$ cat src/rtl/regxfer_pkg.sv
package regxfer_pkg;

  typedef enum logic [2:0] {
    OP_FF_DD = 3'd0,
    OP_FF_SS = 3'd1,
    OP_FF_SD = 3'd2,
    OP_FF_DS = 3'd3,
    OP_IF_D  = 3'd4,
    OP_IF_S  = 3'd5,
    OP_FI_D  = 3'd6,
    OP_FI_S  = 3'd7
  } xfer_op_e;

  typedef struct packed {
    logic src_int;
    logic src_sp;
    logic dst_int;
    logic dst_sp;
  } xfer_ctl_t;

  function automatic xfer_ctl_t decode_op(input logic [2:0] op);
    xfer_ctl_t c;
    c.src_int = (op == OP_IF_D) || (op == OP_IF_S);
    c.dst_int = (op == OP_FI_D) || (op == OP_FI_S);
    c.src_sp  = (op == OP_FF_SS) || (op == OP_FF_SD) || (op == OP_FI_S);
    c.dst_sp  = (op == OP_FF_SS) || (op == OP_FF_DS) || (op == OP_IF_S);
    return c;
  endfunction

  // Double pattern to single pattern, bit-select style with denormal band.
  function automatic logic [31:0] dp_narrow(input logic [63:0] d);
    logic [10:0] e;
    logic [52:0] m;
    e = d[62:52];
    if (e >= 11'd874 && e <= 11'd896) begin
      m = {1'b1, d[51:0]} >> (11'd897 - e);
      return {d[63], 8'h00, m[51:29]};
    end
    return {d[63], d[62], d[58:29]};
  endfunction

  // Single pattern to double pattern, exact.
  function automatic logic [63:0] sp_widen(input logic [31:0] w);
    logic [7:0]  e;
    logic [22:0] f;
    logic [63:0] t;
    int          p;
    e = w[30:23];
    f = w[22:0];
    if (e == 8'hFF) return {w[31], 11'h7FF, f, 29'b0};
    if (e != 8'h00) return {w[31], 11'({3'b000, e} + 11'd896), f, 29'b0};
    if (f == 23'b0) return {w[31], 63'b0};
    p = 0;
    for (int i = 0; i < 23; i++) if (f[i]) p = i;
    t = {41'b0, f} << (52 - p);
    return {w[31], 11'(874 + p), t[51:0]};
  endfunction

endpackage

$ cat src/rtl/regxfer_grev.sv
module regxfer_grev #(
  parameter int W      = 64,
  parameter int STAGES = $clog2(W)
) (
  input  logic [W-1:0]      din,
  input  logic [STAGES-1:0] sh,
  output logic [W-1:0]      dout
);
  logic [W-1:0] stg [STAGES+1];
  assign stg[0] = din;

  for (genvar k = 0; k < STAGES; k++) begin : g_stage
    localparam int BLK = 1 << k;
    logic [W-1:0] swapped;
    for (genvar i = 0; i < W; i++) begin : g_bit
      assign swapped[i] = stg[k][i ^ BLK];
    end
    assign stg[k+1] = sh[k] ? swapped : stg[k];
  end

  assign dout = stg[STAGES];
endmodule

$ cat src/rtl/regxfer_srcsel.sv
module regxfer_srcsel
  import regxfer_pkg::*;
#(
  parameter int W = 64
) (
  input  xfer_ctl_t    ctl,
  input  logic [W-1:0] fp_src,
  input  logic [W-1:0] int_src,
  output logic [W-1:0] grev_in
);
  localparam int HALF = W / 2;
  always_comb begin
    if (ctl.src_int)     grev_in = int_src;
    else if (ctl.src_sp) grev_in = {{HALF{1'b0}}, dp_narrow(fp_src)};
    else                 grev_in = fp_src;
  end
endmodule

$ cat src/rtl/regxfer_crgen.sv
module regxfer_crgen #(
  parameter int W     = 64,
  parameter int CRF_W = 3
) (
  input  logic             dst_int,
  input  logic [W-1:0]     result,
  input  logic             xer_so,
  input  logic [3:0]       fpscr_sum,
  output logic [CRF_W-1:0] field,
  output logic [3:0]       val
);
  logic neg, zero;
  assign neg  = result[W-1];
  assign zero = (result == '0);
  always_comb begin
    if (dst_int) begin
      field = CRF_W'(0);
      val   = {neg, !neg && !zero, zero, xer_so};
    end else begin
      field = CRF_W'(1);
      val   = fpscr_sum;
    end
  end
endmodule

$ cat src/rtl/regxfer_unit.sv
module regxfer_unit
  import regxfer_pkg::*;
#(
  parameter int DATA_W = 64,
  parameter int SH_W   = $clog2(DATA_W),
  parameter int CRF_W  = 3
) (
  input  logic              clk,
  input  logic              rst_n,
  input  logic              in_valid,
  output logic              in_ready,
  input  logic [2:0]        op,
  input  logic [SH_W-1:0]   sh,
  input  logic              rec,
  input  logic [DATA_W-1:0] fp_src,
  input  logic [DATA_W-1:0] int_src,
  input  logic              xer_so,
  input  logic [3:0]        fpscr_sum,
  output logic              out_valid,
  input  logic              out_ready,
  output logic [DATA_W-1:0] res,
  output logic              res_fp,
  output logic              cr_we,
  output logic [CRF_W-1:0]  cr_field,
  output logic [3:0]        cr_val
);
  localparam int HALF = DATA_W / 2;

  xfer_ctl_t         ctl;
  logic [DATA_W-1:0] grev_in, grev_out, result_c;
  logic [CRF_W-1:0]  field_c;
  logic [3:0]        val_c;
  logic              fire;

  assign ctl      = decode_op(op);
  assign in_ready = !out_valid || out_ready;
  assign fire     = in_valid && in_ready;

  regxfer_srcsel #(.W(DATA_W)) u_src (
    .ctl(ctl), .fp_src(fp_src), .int_src(int_src), .grev_in(grev_in)
  );

  regxfer_grev #(.W(DATA_W), .STAGES(SH_W)) u_grev (
    .din(grev_in), .sh(sh), .dout(grev_out)
  );

  always_comb begin
    if (!ctl.dst_int && ctl.dst_sp) result_c = sp_widen(grev_out[HALF-1:0]);
    else                            result_c = grev_out;
  end

  regxfer_crgen #(.W(DATA_W), .CRF_W(CRF_W)) u_cr (
    .dst_int(ctl.dst_int), .result(result_c), .xer_so(xer_so),
    .fpscr_sum(fpscr_sum), .field(field_c), .val(val_c)
  );

  always_ff @(posedge clk) begin
    if (!rst_n) begin
      out_valid <= 1'b0;
      res       <= '0;
      res_fp    <= 1'b0;
      cr_we     <= 1'b0;
      cr_field  <= '0;
      cr_val    <= '0;
    end else if (fire) begin
      out_valid <= 1'b1;
      res       <= result_c;
      res_fp    <= !ctl.dst_int;
      cr_we     <= rec;
      cr_field  <= field_c;
      cr_val    <= val_c;
    end else if (out_ready) begin
      out_valid <= 1'b0;
      cr_we     <= 1'b0;
    end
  end
endmodule

$ cat config.mk
export PLATFORM = sky130hd
export DESIGN_NAME = regxfer_unit
export DESIGN_NICKNAME = d
export VERILOG_FILES = /design/src/rtl/regxfer_pkg.sv /design/src/rtl/regxfer_grev.sv /design/src/rtl/regxfer_srcsel.sv /design/src/rtl/regxfer_crgen.sv /design/src/rtl/regxfer_unit.sv
export SDC_FILE = /design/constraint.sdc
export NUM_CORES = 1
export LEC_CHECK = 0
export BUFFER_PORTS_ARGS = -buffer_cell sky130_fd_sc_hd__buf_2
export CAP_MARGIN = 20
export CORE_ASPECT_RATIO = 1.1
export CORE_UTILIZATION = 30
export DETAILED_ROUTE_END_ITERATION = 16
export PLACE_DENSITY = 0.59
export SYNTH_ARGS = -nofsm -noshare
export SYNTH_HDL_FRONTEND = slang
export SYNTH_SLANG_ARGS = --single-unit
$ cat constraint.sdc
create_clock -name clk -period 15.2 [get_ports clk]
set_input_delay 3.8 -clock clk [delete_from_list [all_inputs] [get_ports clk]]
set_output_delay 3.8 -clock clk [all_outputs]
set_load 0.01 [all_outputs]
==> impl_metrics.env <==
export IMPL_muxShareOfSynthArea=0.137
export IMPL_grt_pass1_wl_um=139000
export IMPL_synth_flop_cell="dfxtp_1"
export IMPL_slowest_stage="or4b_1"
export IMPL_grt_max_degree=67
export IMPL_synth_xor_area_share=0.00789
export IMPL_fillCellCount=5995
export IMPL_synth_top_family_by_area="compound AO/OA/AOI/OAI gates"
export IMPL_clock_latency_ps=330
export IMPL_leakage_nw=7.03
export IMPL_chipWidth_um=227
export IMPL_design_area_um2=18600
export IMPL_grt_pass1_vias=20200
export IMPL_io_buffers=219
export IMPL_firstDrtPassIters=8
export IMPL_clockBufferDepth=2
export IMPL_cp_arrival_ps=13990
export IMPL_final_hold_violation_count=0
export IMPL_nets=2616
export IMPL_fp_row_count=90
export IMPL_dpl_cell_area_um2=18200
export IMPL_finalMaxSlewViolations=0
export IMPL_drive_above_1_share=0.210
export IMPL_max_cap_viol_count=0
export IMPL_wl_per_cell_um=30.3
export IMPL_tightestPinTransition_ps=1370
export IMPL_drc=0
export IMPL_p_per_area_nw_per_um2=98.1
export IMPL_cts_tree="done"
export IMPL_die_height_um=249
export IMPL_viasPerCell=6.78
export IMPL_design_core_area_um2=54800
export IMPL_finClkSkew_ps=6.46
export IMPL_overflow=0
export IMPL_power_mw=1.82
export IMPL_synth_seq_cells=71
export IMPL_crit_type="primary input to flop"
export IMPL_finalSetupViolCount=0
export IMPL_met2_usage=0.532
export IMPL_maxSlewHeadroom=0.0855
export IMPL_synthDistinctLibCells=129
export IMPL_netlist_area_um2=16700
export IMPL_cts_setup_buffers=0
export IMPL_cts_resized=0
export IMPL_start_util=0.304
export IMPL_cts_hold_buf=0
export IMPL_cts_buffers=9
export IMPL_drtIter0Drc=2952
export IMPL_grtUsageTotal=0.332
export IMPL_synthCells=2379
export IMPL_layout_commonest_cell="nor2_1"
export IMPL_critPathLaunchType="primary input"
export IMPL_grt_met3_usage=0.0445
export IMPL_clkTransAtPathRegs_ps=60
export IMPL_fin_crit_ps=13730
export IMPL_rsz0062_at_grt="false"
export IMPL_fmax_mhz=72.8
export IMPL_root_buffer="clkbuf_16"
export IMPL_drt_total_wl_um=97100
export IMPL_hpwl_um=76700
export IMPL_synth_compound_area_frac=0.406
export IMPL_syn_avg_cell_area_um2=7.00
export IMPL_async_reset_ff_frac=0
export IMPL_yosysSeqAreaShare=0.0853
export IMPL_cts_htree_levels=3
export IMPL_critPathCaptureType="flop"
export IMPL_critPathMaxStageDelay_ps=790
export IMPL_synth_fa_ha_area_frac=0.00300
export IMPL_final_cell_mix="276 x nor2_1, 239 x nand2_1, 219 x buf_2"
export IMPL_fin_hold_ws_ps=461
export IMPL_required_ps=15460
export IMPL_hp_class="flop to flop"
export IMPL_ir_drop_mv=0.0499
export IMPL_grt_antenna_before_repair=1
export IMPL_synth_edff_count=0
export IMPL_vias=21700
export IMPL_antenna_left=0
export IMPL_syn2layout_area_growth_pct=11.6
export IMPL_clock_sinks=71
export IMPL_top_usage_layer="met2"
export IMPL_finalCritPeriodShare=0.903
export IMPL_ys_warn_count=0
export IMPL_die_area_um2=56500
export IMPL_gr_usage_met1=0.399
export IMPL_io_pins=222
export IMPL_yosys_area_share_simple=0.287
export IMPL_gp_congestion=1.07
export IMPL_tns_ps=0
export IMPL_status="complete, no violations"
export IMPL_worstPathMaxFanout=17
-- cells by family after synthesis --
family	count (synthesis)
other	1
DFF	71
AOI/OAI and AO/OA	941
and+or+nand+nor	940
xor gates and xnor gates	9
muxes	147
adders and majority gates	4
buffers and inverters	266
-- registers in the layout, indices dropped and copies added (netlist names) --
signal,flops
cr_val,4
res,64
out_valid,1
res_fp,1
cr_we,1
-- area by class of cell --
class                   instances  area [µm²]  share of cell area
diodes                          2        5.00            0.000269
clock buffers                   9         225              0.0121
clock inverters                 7         121             0.00653
inverters                      41         154             0.00828
multi-input cells            2043       14000               0.755
flip-flops and latches         71        1420              0.0764
well taps                     736         921              0.0495
repair buffers                299        1710              0.0918
-- stage by stage --
step / setup WS (ps) / instances / util
floorplan: 3510 / 2380 / -
global placement: 1600 / 3188 / 0.332
detailed placement: 1410 / 3188 / 0.332
CTS: 1770 / 3204 / 0.339
global route: 1180 / 3206 / 0.339
finish: 1470 / 3208 / 0.339
-- routing by layer --
layer | share of wire | vias up
met1 | 0.38 | 10400
met4 | 0.090 | 0
met5 | 0 | -
met3 | 0.080 | 361
met2 | 0.45 | 1427
li1 | - | 9525
-- synth_stat cells, types with 35 or more instances --
cell | count | share of area
buf_2 | 50 | 0.015
nor3_1 | 78 | 0.023
dfxtp_1 | 71 | 0.085
a31oi_1 | 43 | 0.016
nand3_1 | 66 | 0.020
o211ai_1 | 42 | 0.019
a211oi_1 | 83 | 0.037
o21ai_0 | 130 | 0.039
inv_1 | 35 | 0.0079
a21oi_1 | 187 | 0.056
mux4_2 | 61 | 0.082
mux2i_1 | 49 | 0.029
nor2_1 | 277 | 0.062
o22ai_1 | 61 | 0.023
a22oi_1 | 42 | 0.019
clkbuf_1 | 125 | 0.028
mux2_2 | 36 | 0.024
nand2_1 | 240 | 0.054
-- power breakdown --
group          internal, mW  switching, mW
clock                 0.161         0.0828
sequential            0.204        0.00978
combinational         0.422          0.945
-- worst max-delay path, delay by kind of cell --
kind	cells	cell delay, ps
buffers and inverters	4	920
AOI/OAI and AO/OA	12	3560
xor gates and xnor gates	1	490
adders and majority gates	2	980
muxes	1	620
and+or+nand+nor	9	3580
-- path summary, 6_finish.rpt --
kind                                             start                      to  slack (ps)  cells past startpoint
worst max-delay path                        fp_src[54]  cr_val[1]$_SDFFE_PN0P_        1470                     29
worst min-delay path              res[56]$_SDFFE_PN0P_    res[56]$_SDFFE_PN0P_         460                      2
worst max register to register  out_valid$_SDFFE_PN0P_     res[7]$_SDFFE_PN0P_       12830                      6
worst min register to register    res[56]$_SDFFE_PN0P_    res[56]$_SDFFE_PN0P_         460                      2
Power figures use the tool's default switching activity.
